<file path="src/rtl/irq_rt_pkg.sv">
package irq_rt_pkg;
    localparam int NUM_SRC   = 12;
    localparam int NUM_LINES = 16;
    localparam int NUM_PINS  = 4;
    localparam int NUM_FUNCS = 3;
    localparam int LINE_W    = $clog2(NUM_LINES);
    localparam int PIN_BASE  = 8;

    localparam int SRC_USB0  = 2;
    localparam int SRC_USB1  = 3;
    localparam int SRC_AUDIO = 5;

    localparam logic [7:0] ADDR_PIN0  = 8'h55;
    localparam logic [7:0] ADDR_PIN12 = 8'h56;
    localparam logic [7:0] ADDR_PIN3  = 8'h57;
    localparam logic [7:0] ADDR_USB0  = 8'h60;
    localparam logic [7:0] ADDR_USB1  = 8'h61;
    localparam logic [7:0] ADDR_AUDIO = 8'h62;

    localparam logic [7:0] ROUTE_OFF  = 8'hFF;
    localparam logic [7:0] ROUTE_RSVD = 8'd2;

    typedef logic [NUM_SRC-1:0] src_vec_t;

    function automatic logic [7:0] max_line(input int id);
        return (id == SRC_USB0 || id == SRC_USB1 || id == SRC_AUDIO) ? 8'd14 : 8'd15;
    endfunction
endpackage

</file>
<file path="src/rtl/irq_route_regs.sv">
module irq_route_regs
    import irq_rt_pkg::*;
(
    input  logic       clk,
    input  logic       rst,
    input  logic       cfg_we,
    input  logic [7:0] cfg_addr,
    input  logic [7:0] cfg_wdata,
    output logic [7:0] route [NUM_SRC]
);
    logic [3:0] pin_nib  [NUM_PINS];
    logic [7:0] func_reg [NUM_FUNCS];

    always_ff @(posedge clk) begin
        if (rst) begin
            for (int p = 0; p < NUM_PINS; p++)  pin_nib[p]  <= 4'h0;
            for (int f = 0; f < NUM_FUNCS; f++) func_reg[f] <= ROUTE_OFF;
        end else if (cfg_we) begin
            unique case (cfg_addr)
                ADDR_PIN0:  pin_nib[0] <= cfg_wdata[7:4];
                ADDR_PIN12: begin
                    pin_nib[1] <= cfg_wdata[7:4];
                    pin_nib[2] <= cfg_wdata[3:0];
                end
                ADDR_PIN3:  pin_nib[3]  <= cfg_wdata[7:4];
                ADDR_USB0:  func_reg[0] <= cfg_wdata;
                ADDR_USB1:  func_reg[1] <= cfg_wdata;
                ADDR_AUDIO: func_reg[2] <= cfg_wdata;
                default: ;
            endcase
        end
    end

    always_comb begin
        for (int s = 0; s < NUM_SRC; s++) route[s] = 8'h00;
        route[SRC_USB0]  = func_reg[0];
        route[SRC_USB1]  = func_reg[1];
        route[SRC_AUDIO] = func_reg[2];
        for (int p = 0; p < NUM_PINS; p++) route[PIN_BASE + p] = {4'h0, pin_nib[p]};
    end
endmodule

</file>
<file path="src/rtl/irq_src_steer.sv">
module irq_src_steer
    import irq_rt_pkg::*;
#(
    parameter int SRC_ID = 0
) (
    input  logic [7:0]        route,
    output logic              ok,
    output logic              bad,
    output logic [LINE_W-1:0] line
);
    localparam logic [7:0] LIMIT = max_line(SRC_ID);

    logic off;

    always_comb begin
        off  = (route == 8'h00) || (route == ROUTE_OFF);
        bad  = !off && ((route == ROUTE_RSVD) || (route > LIMIT));
        ok   = !off && !bad;
        line = route[LINE_W-1:0];
    end
endmodule

</file>
<file path="src/rtl/pci_isa_irq_router.sv">
module pci_isa_irq_router
    import irq_rt_pkg::*;
(
    input  logic                 clk,
    input  logic                 rst,
    input  logic                 cfg_we,
    input  logic [7:0]           cfg_addr,
    input  logic [7:0]           cfg_wdata,
    input  logic [NUM_PINS-1:0]  pci_pin_lvl,
    input  logic [1:0]           usb_lvl,
    input  logic                 audio_lvl,
    output logic [NUM_LINES-1:0] isa_irq,
    output logic                 route_err
);
    logic [7:0]        route    [NUM_SRC];
    logic              src_ok   [NUM_SRC];
    logic              src_bad  [NUM_SRC];
    logic [LINE_W-1:0] src_line [NUM_SRC];

    src_vec_t src_lvl, raw_lvl, changed, bad_vec;
    src_vec_t line_mask [NUM_LINES];
    src_vec_t mask_nxt  [NUM_LINES];

    irq_route_regs u_regs (
        .clk       (clk),
        .rst       (rst),
        .cfg_we    (cfg_we),
        .cfg_addr  (cfg_addr),
        .cfg_wdata (cfg_wdata),
        .route     (route)
    );

    genvar g;
    generate
        for (g = 0; g < NUM_SRC; g++) begin : g_steer
            irq_src_steer #(.SRC_ID(g)) u_steer (
                .route (route[g]),
                .ok    (src_ok[g]),
                .bad   (src_bad[g]),
                .line  (src_line[g])
            );
            assign bad_vec[g] = src_bad[g];
        end
        for (g = 0; g < NUM_LINES; g++) begin : g_out
            assign isa_irq[g] = |line_mask[g];
        end
    endgenerate

    always_comb begin
        src_lvl = '0;
        src_lvl[SRC_USB0]  = usb_lvl[0];
        src_lvl[SRC_USB1]  = usb_lvl[1];
        src_lvl[SRC_AUDIO] = audio_lvl;
        src_lvl[PIN_BASE +: NUM_PINS] = pci_pin_lvl;
    end

    assign changed = src_lvl ^ raw_lvl;

    always_comb begin
        for (int l = 0; l < NUM_LINES; l++) mask_nxt[l] = line_mask[l];
        for (int s = 0; s < NUM_SRC; s++) begin
            if (changed[s] && src_ok[s]) mask_nxt[src_line[s]][s] = src_lvl[s];
        end
        for (int l = 0; l < NUM_LINES; l++) mask_nxt[l] = mask_nxt[l] & src_lvl;
    end

    always_ff @(posedge clk) begin
        if (rst) begin
            raw_lvl   <= '0;
            route_err <= 1'b0;
            for (int l = 0; l < NUM_LINES; l++) line_mask[l] <= '0;
        end else begin
            raw_lvl   <= src_lvl;
            route_err <= |(changed & bad_vec);
            for (int l = 0; l < NUM_LINES; l++) line_mask[l] <= mask_nxt[l];
        end
    end

    // the disabled and reserved lines never rise
    a_r9_reserved_quiet: assert property (@(posedge clk) disable iff (rst)
        !isa_irq[0] && !isa_irq[2]);

    // all sources low clears every line one cycle later
    a_r10_all_low: assert property (@(posedge clk) disable iff (rst)
        (src_lvl == '0) |=> (isa_irq == '0));

    // only the external pins may reach line 15
    a_r11_line15_pins: assert property (@(posedge clk) disable iff (rst)
        $rose(isa_irq[15]) |-> $past(|pci_pin_lvl));

    // an error pulse always follows a sampled level change
    a_r5_err_on_event: assert property (@(posedge clk) disable iff (rst)
        route_err |-> $past(src_lvl != raw_lvl));
endmodule

</file>
<file path="config.mk">
export PLATFORM = sky130hd
export DESIGN_NAME = pci_isa_irq_router
export DESIGN_NICKNAME = d
export VERILOG_FILES = /design/src/rtl/irq_rt_pkg.sv /design/src/rtl/irq_route_regs.sv /design/src/rtl/irq_src_steer.sv /design/src/rtl/pci_isa_irq_router.sv
export SDC_FILE = /design/constraint.sdc
export NUM_CORES = 1
export LEC_CHECK = 0
export BUFFER_PORTS_ARGS = -buffer_cell sky130_fd_sc_hd__buf_2
export CORE_MARGIN = 1.5
export CORE_UTILIZATION = 59
export DETAILED_ROUTE_END_ITERATION = 8
export GPL_ROUTABILITY_DRIVEN = 0
export GPL_TIMING_DRIVEN = 0
export HOLD_SLACK_MARGIN = 0.12
export PLACE_DENSITY = 0.85
export RECOVER_POWER = 100
export SLEW_MARGIN = 20
export SYNTH_ARGS = -nofsm -noshare
export SYNTH_HDL_FRONTEND = slang
export SYNTH_SLANG_ARGS = --single-unit
</file>
<file path="constraint.sdc">
create_clock -name clk -period 2 [get_ports clk]
set_input_delay 0.3 -clock clk [delete_from_list [all_inputs] [get_ports clk]]
set_output_delay 0.3 -clock clk [all_outputs]
set_load 0.1 [all_outputs]
</file>
==> metrics, run 1 <==
slowest cell delay on critical path=between 0.3 and 0.4 ns; Max-cap violations=0; slack of the critical path=0.0385 ns; Hold Fails Final Rpt=0; routed len/inst=18.6 um; CP max stage cell=nor4_2; EDFF count, synth=40; global-route wire length before repair=around 23 mm; Reg power frac=around half; FFs w/ async S/R, synth=0%; DRT Pass-1 Iters=7; P per Cell Area=1030 nW/um^2; DRC=0; Row Count=36; M1 GR Usage=38.8%; Cell Chain, Critical Path=nor4_2 -> nand2_1 -> buf_2; P&R area growth vs syn=18.7%; Num CTS Buffers=17; CTS H-tree depth=4; DRT iter0 DRCs=around 500; buffers plus inverters on the worst setup path=1; Fillers=roughly 690; worst-margin pin slew=between 1 and 1.5 ns; synth warn=0; design area=around 7000 sq um; synthesized area=~6000 sq um; Max Root-Sink Buffers=2; Hold Slack=~0.14 ns; RSZ-0062 raised after global routing=no; worst clock skew=0.00690 ns; # nets final=670; setup TNS=0 ns; largest net degree at the start of global routing=17; clock sinks=160; status=finished, final reports clean; via/cell ratio=slightly above 6; Netlist cell types=34; core area=9730 sq um; LEAKAGE=approximately 2.6 nW; Worst IR Drop VDD=roughly 580 uV; largest delay contributor family on the critical path=simple AND/OR/NAND/NOR gates; Max Fclk=510 MHz; initial antenna violation count=1; CP Class=register to primary output; Die Ht=just over 100 um; Post-synth top flop=dfxtp_1; clock latency on the worst-skew pair=between 0.5 and 0.6 ns; Initial Util=between 60% and 70%; GRT busiest layer=met2; total global routing overflow=0; Critical Path RT=about 1.7 ns; combinational power share=around 6%; Tcrit/Tclk final=98.1%; routed vias=around 4800; synthesis-stage register bit count=160; commonest non-fill, non-tap cell in the layout=dfxtp_1; CP arrival=1.66 ns; Die X=103 um; clock network fraction of total power=between 40 and 50%; Tmin final=slightly below 2 ns; CP Max Fanout=2; Avg Cell Area, Syn=approximately 10 sq um; met3 usage=7.05%; Detailed Route WL=14.7 mm; post-route ant nets=0; Die ar.=10600 sq um; aggregate global-route resource usage=29.8%; Synth Net Count=roughly 600; Sw Share=between 20% and 30%; Worst Setup End Kind=primary output; sequential element share of the synthesized area=about three fifths; Largest register FFs=~110; Final HPWL DP=approximately 10 mm; vias in the first global route=roughly 4500; met2 usage=around 47%; worst relative slew slack=between 20% and 30%; Critical Path Source Type=register; I/O pin cnt=43; Core Util, Final=a little under three quarters; dpl cell area=around 6300 sq um; cells after synthesis=575; IO Port Bufs=42; P_sw=1.62 mW; HP Class=primary input to register; Pint=approximately 5.5 mW; TritonCTS clock tree=done; pre-CTS WS=-0.376 ns; Clk pin slew, worst setup/hold paths=approximately 0.060 ns; final setup fails=0; most frequent cells in the layout=dfxtp_1, nor2_1, a21oi_1; proportion of layout cells with a drive suffix above 1=approximately 14%; Root Driver=clkbuf_8; Slew Limit Fails=0
==> cell usage after synthesis, types with 3 or more instances <==
cell type	n	area, sq um
nand2_1	27	101
or2_1	8	50.1
o21ai_0	4	20.0
nor2_1	110	413
nand4_1	7	43.8
a21oi_1	70	350
edfxtp_1	40	1200
nor3b_1	9	67.6
inv_1	13	48.8
xnor2_1	7	61.3
dfxtp_1	120	2400
nor2b_1	14	87.6
a31oi_1	25	156
or4_4	3	33.8
a41oi_1	4	35.0
nor4_2	5	62.6
and3b_1	4	35.0
a211o_1	4	35.0
nor4bb_1	4	40.0
nand3_1	4	20.0
clkbuf_1	7	26.3
and2_1	34	213
nor3_1	22	110
nor4_1	18	113
==> cells by family (layout without fill, tap and decap cells) <==
logic type      count (synthesis)  count (layout)  share of synthesized area (%)
simple gates                  274             274                           25.0
flops                         160             160                           61.3
compound gates                111             111                           11.0
buf+inv                        23             104                           1.58
xor+xnor                        7               7                           1.04
other cells                     0               1                              0
==> metrics by stage <==
step / power, mW / cells
after detailed placement: 3.92 / 750
after CTS: 7.17 / 789
final: 7.17 / 790
after floorplan: 3.78 / 575
after global routing: 7.34 / 790
after global placement: 3.90 / 750
==> metal layers <==
layer  up-vias  share of wire [%]
li1       2188                  -
met1      2266                 41
met3        46                8.0
met4         0                3.9
met5         -                  0
met2       289                 47
==> final timing paths <==
check,start,to,slack (ns),depth (start not counted)
setup reg to reg,u_regs.func_reg[0][20],line_mask[1][41],0.11,4
hold reg to reg,line_mask[0][8],line_mask[0][8],0.46,1
setup / recovery,line_mask[0][89],isa_irq[7],0.04,3
hold / removal,cfg_wdata[5],u_regs.pin_nib[3][1],0.14,2
==> cell type report <==
class	count	area [sq um]	area share [%]
flip-flops and latches	160	3600	51.7
multi-input cells	392	2200	31.6
clock buffers	23	520	7.47
repair buffers	50	289	4.15
well taps	133	166	2.39
clock inverters	8	95.1	1.36
inverters	13	48.8	0.700
plain buffers	10	43.8	0.628
diodes	1	2.50	0.0359
==> power groups by stage <==
stage	registers [mW]	clock network, mW	logic [mW]
2_1_floorplan	3.51	0	0.278
3_3_place_gp	3.51	0	0.396
3_5_place_dp	3.51	0	0.408
4_1_cts	3.45	3.30	0.427
5_1_grt	3.45	3.43	0.457
6_report	3.45	3.29	0.431
==> what timing repair did <==
action / in CTS / in global routing
setup buffers: 0 / 0
hold buffers: 8 / 0
hold endpoints to repair: 8 / 0
setup endpoints to repair: 4 / 4
gates resized for setup: 4 / 4
pin swaps: 0 / 0
Power figures use the tool's default switching activity.
==> run 2: changes to the inputs <==
--- a/config.mk
+++ b/config.mk
@@ -6,6 +6,7 @@
 export NUM_CORES = 1
 export LEC_CHECK = 0
 export BUFFER_PORTS_ARGS = -buffer_cell sky130_fd_sc_hd__buf_2
+export CORE_ASPECT_RATIO = 0.75
 export CORE_MARGIN = 1.5
 export CORE_UTILIZATION = 59
 export DETAILED_ROUTE_END_ITERATION = 8
==> run 2 against run 1 <==
Critical path depth increased by 1. Via count down 1.1%. Power up 1.1%. The run now ends with setup timing left. Highest routed layer unchanged. Routed wire length rose by 3.7%. Global-route usage rose by 0.64 points. Clock power rose by 2%. First-iteration DRC count grew 20%. Die area barely moved. Clock skew rose by 0.0019 ns. Worst hold slack better by 0.058 ns. Maximum frequency is 2.5% lower. Largest cell class unchanged.
==> metrics, run 2 (synthesized netlist as in run 1, its figures left out) <==
violated checks=setup timing; Slew Limit Fails=0; Critical Path RT=2.35 ns; routed len/inst=between 15 and 20 um; Die ar.=approximately 11000 sq um; Num CTS Buffers=17; Worst Hold End=u_regs.pin_nib[2][3]; setup TNS=-0.0226 ns; aggregate global-route resource usage=30.4%; proportion of layout cells with a drive suffix above 1=between 10% and 20%; core area=9660 sq um; status=finished, violations left; via/cell ratio=between 6 and 7; final setup fails=2; LEAKAGE=roughly 2.6 nW; Initial Util=between 60 and 70%; CTS H-tree depth=4; IO Port Bufs=between 40 and 50; Critical Path Source Type=register; worst-margin pin slew=between 0.8 and 0.9 ns; Critical R2R Capture=line_mask[1][27]; P&R area growth vs syn=17.0%; n_diodes=0; Clk pin slew, worst setup/hold paths=approximately 0.06 ns; Detailed Route WL=about 15 mm; Reg2Reg Depth=4; Max Root-Sink Buffers=2; Row Count=31; DRT Pass-1 Iters=5; Tcrit/Tclk final=101%; slack of the critical path=-0.0117 ns; total global routing overflow=0; P per Cell Area=between 1000 and 1500 nW/um^2; largest net degree at the start of global routing=17; pre-CTS WS=-0.418 ns; Root Driver=clkbuf_16; I/O pin cnt=43; routed vias=between 4000 and 5000; commonest non-fill, non-tap cell in the layout=dfxtp_1; initial antenna violation count=0; Max-cap violations=0; clock sinks=160; reg-to-reg startpoint=u_regs.func_reg[0][12]; Largest register FFs=between 100 and 150; worst clock skew=~0.0088 ns; # nets final=663; most frequent cells in the layout=dfxtp_1, nor2_1, a21oi_1; DRT iter0 DRCs=between 500 and 600; Hold Crit Depth=2; Final HPWL DP=between 10 and 15 mm; Die Ht=approximately 89 um; reg2reg setup slack=-0.01 ns; Fillers=683; CP Class=register to register; Tmin final=about 2.0 ns; TritonCTS clock tree=done; DRC=0; vias in the first global route=roughly 4600; worst relative slew slack=45.4%; RSZ-0062 raised after global routing=yes; Worst IR Drop VDD=about 770 uV; CP arrival=2.36 ns; beginning of the worst hold path=cfg_wdata[3]; post-route ant nets=0; clock latency on the worst-skew pair=0.42 ns; HP Class=primary input to register; Worst Setup End Kind=register; Hold Fails Final Rpt=0; CP Max Fanout=5; Die X=approximately 120 um; Max Fclk=slightly below 500 MHz; global-route wire length before repair=around 24 mm
## run 2: worst max path at each step
| stage | to | startpoint | depth (start not counted) |
|---|---|---|---|
| 2_1_floorplan | u_regs.func_reg[0][0] | cfg_addr[3] | 3 |
| 3_3_place_gp | u_regs.func_reg[0][9] | cfg_addr[3] | 4 |
| 3_5_place_dp | u_regs.func_reg[0][9] | cfg_addr[3] | 4 |
| 4_1_cts | u_regs.func_reg[0][11] | cfg_addr[3] | 4 |
| 5_1_grt | line_mask[1][14] | u_regs.func_reg[0][4] | 4 |
| 6_report | line_mask[1][27] | u_regs.func_reg[0][12] | 4 |
## run 2: final cells by class
cell class	instances	area, sq um	share of cell area (%)
tap	132	165	2.40
multi-input combinational	392	2170	31.6
clock inverter	14	189	2.75
inverter	13	48.8	0.710
clock buffer	18	429	6.25
sequential	160	3600	52.4
buffer	10	43.8	0.637
timing repair buffer	43	219	3.19
## run 2: per-stage QoR
stage | std cells | area (sq um) | power [mW] | util, % | hold slack, ns
floorplan | 575 | 5880 | 3.78 | - | 0.372
global placement | 749 | 6250 | 3.91 | 64.7 | 0.444
detailed placement | 749 | 6250 | 3.93 | 64.7 | 0.447
CTS | 782 | 6880 | 7.24 | 71.2 | 0.188
global route | 782 | 6870 | 7.43 | 71.1 | 0.197
finish | 782 | 6870 | 7.25 | 71.1 | 0.203
## run 2: layer usage
metal  GRT usage [%]  part of all wire (%)  wire (um)
met1            38.6                    42       6350
met2            47.5                    45       6820
met3            12.1                    12       1800
met4            12.1                   1.9        287
met5               0                     0          0
## run 2: power by group
part	total, mW	internal [mW]	switching, mW
combinational	0.430	0.106	0.323
clock	3.37	2.08	1.28
sequential	3.45	3.38	0.0758
total	7.25	5.57	1.68
## run 2: worst max-delay path, cell delays in order, from the launching register on
cell and delay [ns]:
edfxtp_1 0.38, or4_1 0.69, nor4_2 0.59, a21oi_1 0.17, nor2_1 0.11
## run 2: what timing repair did
action,in CTS,in global routing
resized for setup,0,1
hold buffers,1,0
endpoints found under the setup margin,0,7
setup buffers,0,0
hold endpoints to repair,1,0
==> run 3: changes to the inputs <==
--- a/config.mk
+++ b/config.mk
@@ -8,12 +8,13 @@
 export BUFFER_PORTS_ARGS = -buffer_cell sky130_fd_sc_hd__buf_2
 export CORE_ASPECT_RATIO = 0.75
 export CORE_MARGIN = 1.5
-export CORE_UTILIZATION = 59
+export CORE_UTILIZATION = 60
+export CTS_BUF_LIST = sky130_fd_sc_hd__clkbuf_4
 export DETAILED_ROUTE_END_ITERATION = 8
 export GPL_ROUTABILITY_DRIVEN = 0
 export GPL_TIMING_DRIVEN = 0
 export HOLD_SLACK_MARGIN = 0.12
-export PLACE_DENSITY = 0.85
+export PLACE_DENSITY = 0.86
 export RECOVER_POWER = 100
 export SLEW_MARGIN = 20
 export SYNTH_ARGS = -nofsm -noshare
==> run 3 against run 2 <==
The flow now finishes without violations. Clock-buffer cell count shrank 1. Final area shrank 1.9%. Global-route usage shrank 0.24 points. Register-to-register slack gained 0.09 ns. Worst hold slack lost 0.048 ns. Clock skew grew 0.0069 ns. Worst setup slack gained 0.025 ns. Routed wire length shrank 2.6%. Highest routed layer unchanged.
==> metrics, run 3 (synthesized netlist as in run 1, its figures left out) <==
total global routing overflow=0; via/cell ratio=between 6 and 7; slowest cell delay on critical path=about 0.38 ns; FF/Latch Area=between 3000 and 4000 sq um; Core Util, Final=70.4%; routed len/inst=18.8 um; clock latency on the worst-skew pair=between 0.5 and 0.6 ns; worst-margin pin slew=1.04 ns; post-route ant nets=0; P&R area growth vs syn=14.7%; DRC=0; CP arrival=1.69 ns; slack of the critical path=approximately 0.013 ns; Critical Path Source Type=register; core area=between 9000 and 10000 sq um; Final HPWL DP=10.8 mm; Max Root-Sink Buffers=2; Largest register FFs=around 110; Die Ht=88.7 um; LEAKAGE=~2.5 nW; CTS H-tree depth=4; status=finished, final reports clean; initial antenna violation count=0; area of the multi-input gates=approximately 2200 sq um; Fillers=about 740; Die ar.=10400 sq um; Initial Util=61.3%; Slew Limit Fails=0; vias in the first global route=about 4400; Worst Setup End Kind=primary output; Critical Path RT=about 1.7 ns; Root Driver=clkbuf_4; Reg power frac=a little under three fifths; IO Port Bufs=42; proportion of layout cells with a drive suffix above 1=14.3%; Pint=4.61 mW; CP max stage cell=nor4_2; Detailed Route WL=about 15 mm; Pwr Total=roughly 6.1 mW; Cell Chain, Critical Path=nor4_2 -> nand2_1 -> buf_2; TritonCTS clock tree=done; DRT Pass-1 Iters=5; commonest non-fill, non-tap cell in the layout=dfxtp_1; CP Max Fanout=2; Max Fclk=between 500 and 600 MHz; n_diodes=0; Sw Share=24.9%; Num CTS Buffers=17; global-route wire length before repair=22.8 mm; clock sinks=160; combinational power share=a little over 7%; # nets final=between 600 and 700; P per Cell Area=between 900 and 1000 nW/um^2; Tmin final=about 2 ns; Tcrit/Tclk final=between 90 and 100%; Max-cap violations=0; P_sw=roughly 1.5 mW; Hold Fails Final Rpt=0; DRT iter0 DRCs=between 500 and 600; pre-CTS WS=-0.382 ns; aggregate global-route resource usage=roughly 30%; CP Class=register to primary output; worst clock skew=between 0.015 and 0.02 ns; final setup fails=0; routed vias=around 4800; Worst IR Drop VDD=approximately 650 uV; I/O pin cnt=43; Die X=about 120 um; HP Class=primary input to register; most frequent cells in the layout=dfxtp_1, nor2_1, a21oi_1; Clk pin slew, worst setup/hold paths=0.14 ns; Row Count=31; largest net degree at the start of global routing=17; clock network fraction of total power=a little over a third; worst relative slew slack=29.7%
[run 3: cell count changes in the layout (fill, tap and decap cells not counted), moves of 4 or more]
| cell | change |
|---|---|
| clkbuf_4 | +20 |
| nor4_1 | -5 |
| clkbuf_16 | -17 |
| buf_4 | +5 |
| nor4_2 | +4 |
| dlygate4sd3_1 | +8 |
| clkbuf_2 | -13 |
| buf_2 | +5 |
[run 3: path summary, 6_finish.rpt]
kind	startpoint	end	slack, ns	cells past startpoint
min	pci_pin_lvl[0]	line_mask[0][56]	0.15	3
max reg2reg	u_regs.func_reg[0][4]	line_mask[1][26]	0.08	4
max	line_mask[0][53]	isa_irq[4]	0.01	3
min reg2reg	line_mask[0][27]	line_mask[0][27]	0.48	1
[run 3: final cells by class]
cell class | count | area share, %
clock buffer | 17 | 1.89
clock inverter | 15 | 3.21
timing repair buffer | 51 | 4.73
multi-input combinational | 392 | 32.9
inverter | 13 | 0.724
buffer | 10 | 0.650
tap | 132 | 2.45
sequential | 160 | 53.5
[run 3: repair_timing]
action	in CTS	in global routing
resized for setup	4	18
hold buffers	9	0
setup endpoints to repair	4	10
buffers inserted	0	0
endpoints found under the hold margin	24	0
[run 3: power groups by stage]
stage / sequential, mW / clock [mW] / combinational (mW)
2_1_floorplan: 3.51 / 0 / 0.278
3_3_place_gp: 3.51 / 0 / 0.399
3_5_place_dp: 3.52 / 0 / 0.412
6_report: 3.45 / 2.24 / 0.442
4_1_cts: 3.45 / 2.23 / 0.429
5_1_grt: 3.46 / 2.37 / 0.469
[run 3: per-layer routing]
metal | part of all wire, % | routed length, um | global-route usage [%]
met5 | 0 | 0 | 0
met4 | 2.7 | 395 | 12.7
met3 | 9.4 | 1390 | 6.58
met2 | 43 | 6460 | 44.3
met1 | 44 | 6610 | 43.6
[run 3: worst max-delay path: cells and delay by family (launching register included)]
kind | cells | cell delay [ns]
buffers and inverters | 1 | 0.31
DFF | 1 | 0.36
and+or+nand+nor | 2 | 0.49
[run 3: metrics by stage]
step	hold WS [ns]	setup TNS [ns]	cells	instance area, sq um
6_report	0.155	0	790	6740
5_1_grt	0.142	-0.0132	790	6740
4_1_cts	0.135	0	790	6710
3_5_place_dp	0.449	-8.48	749	6250
3_3_place_gp	0.442	-4.84	749	6250
2_1_floorplan	0.372	0	575	5880
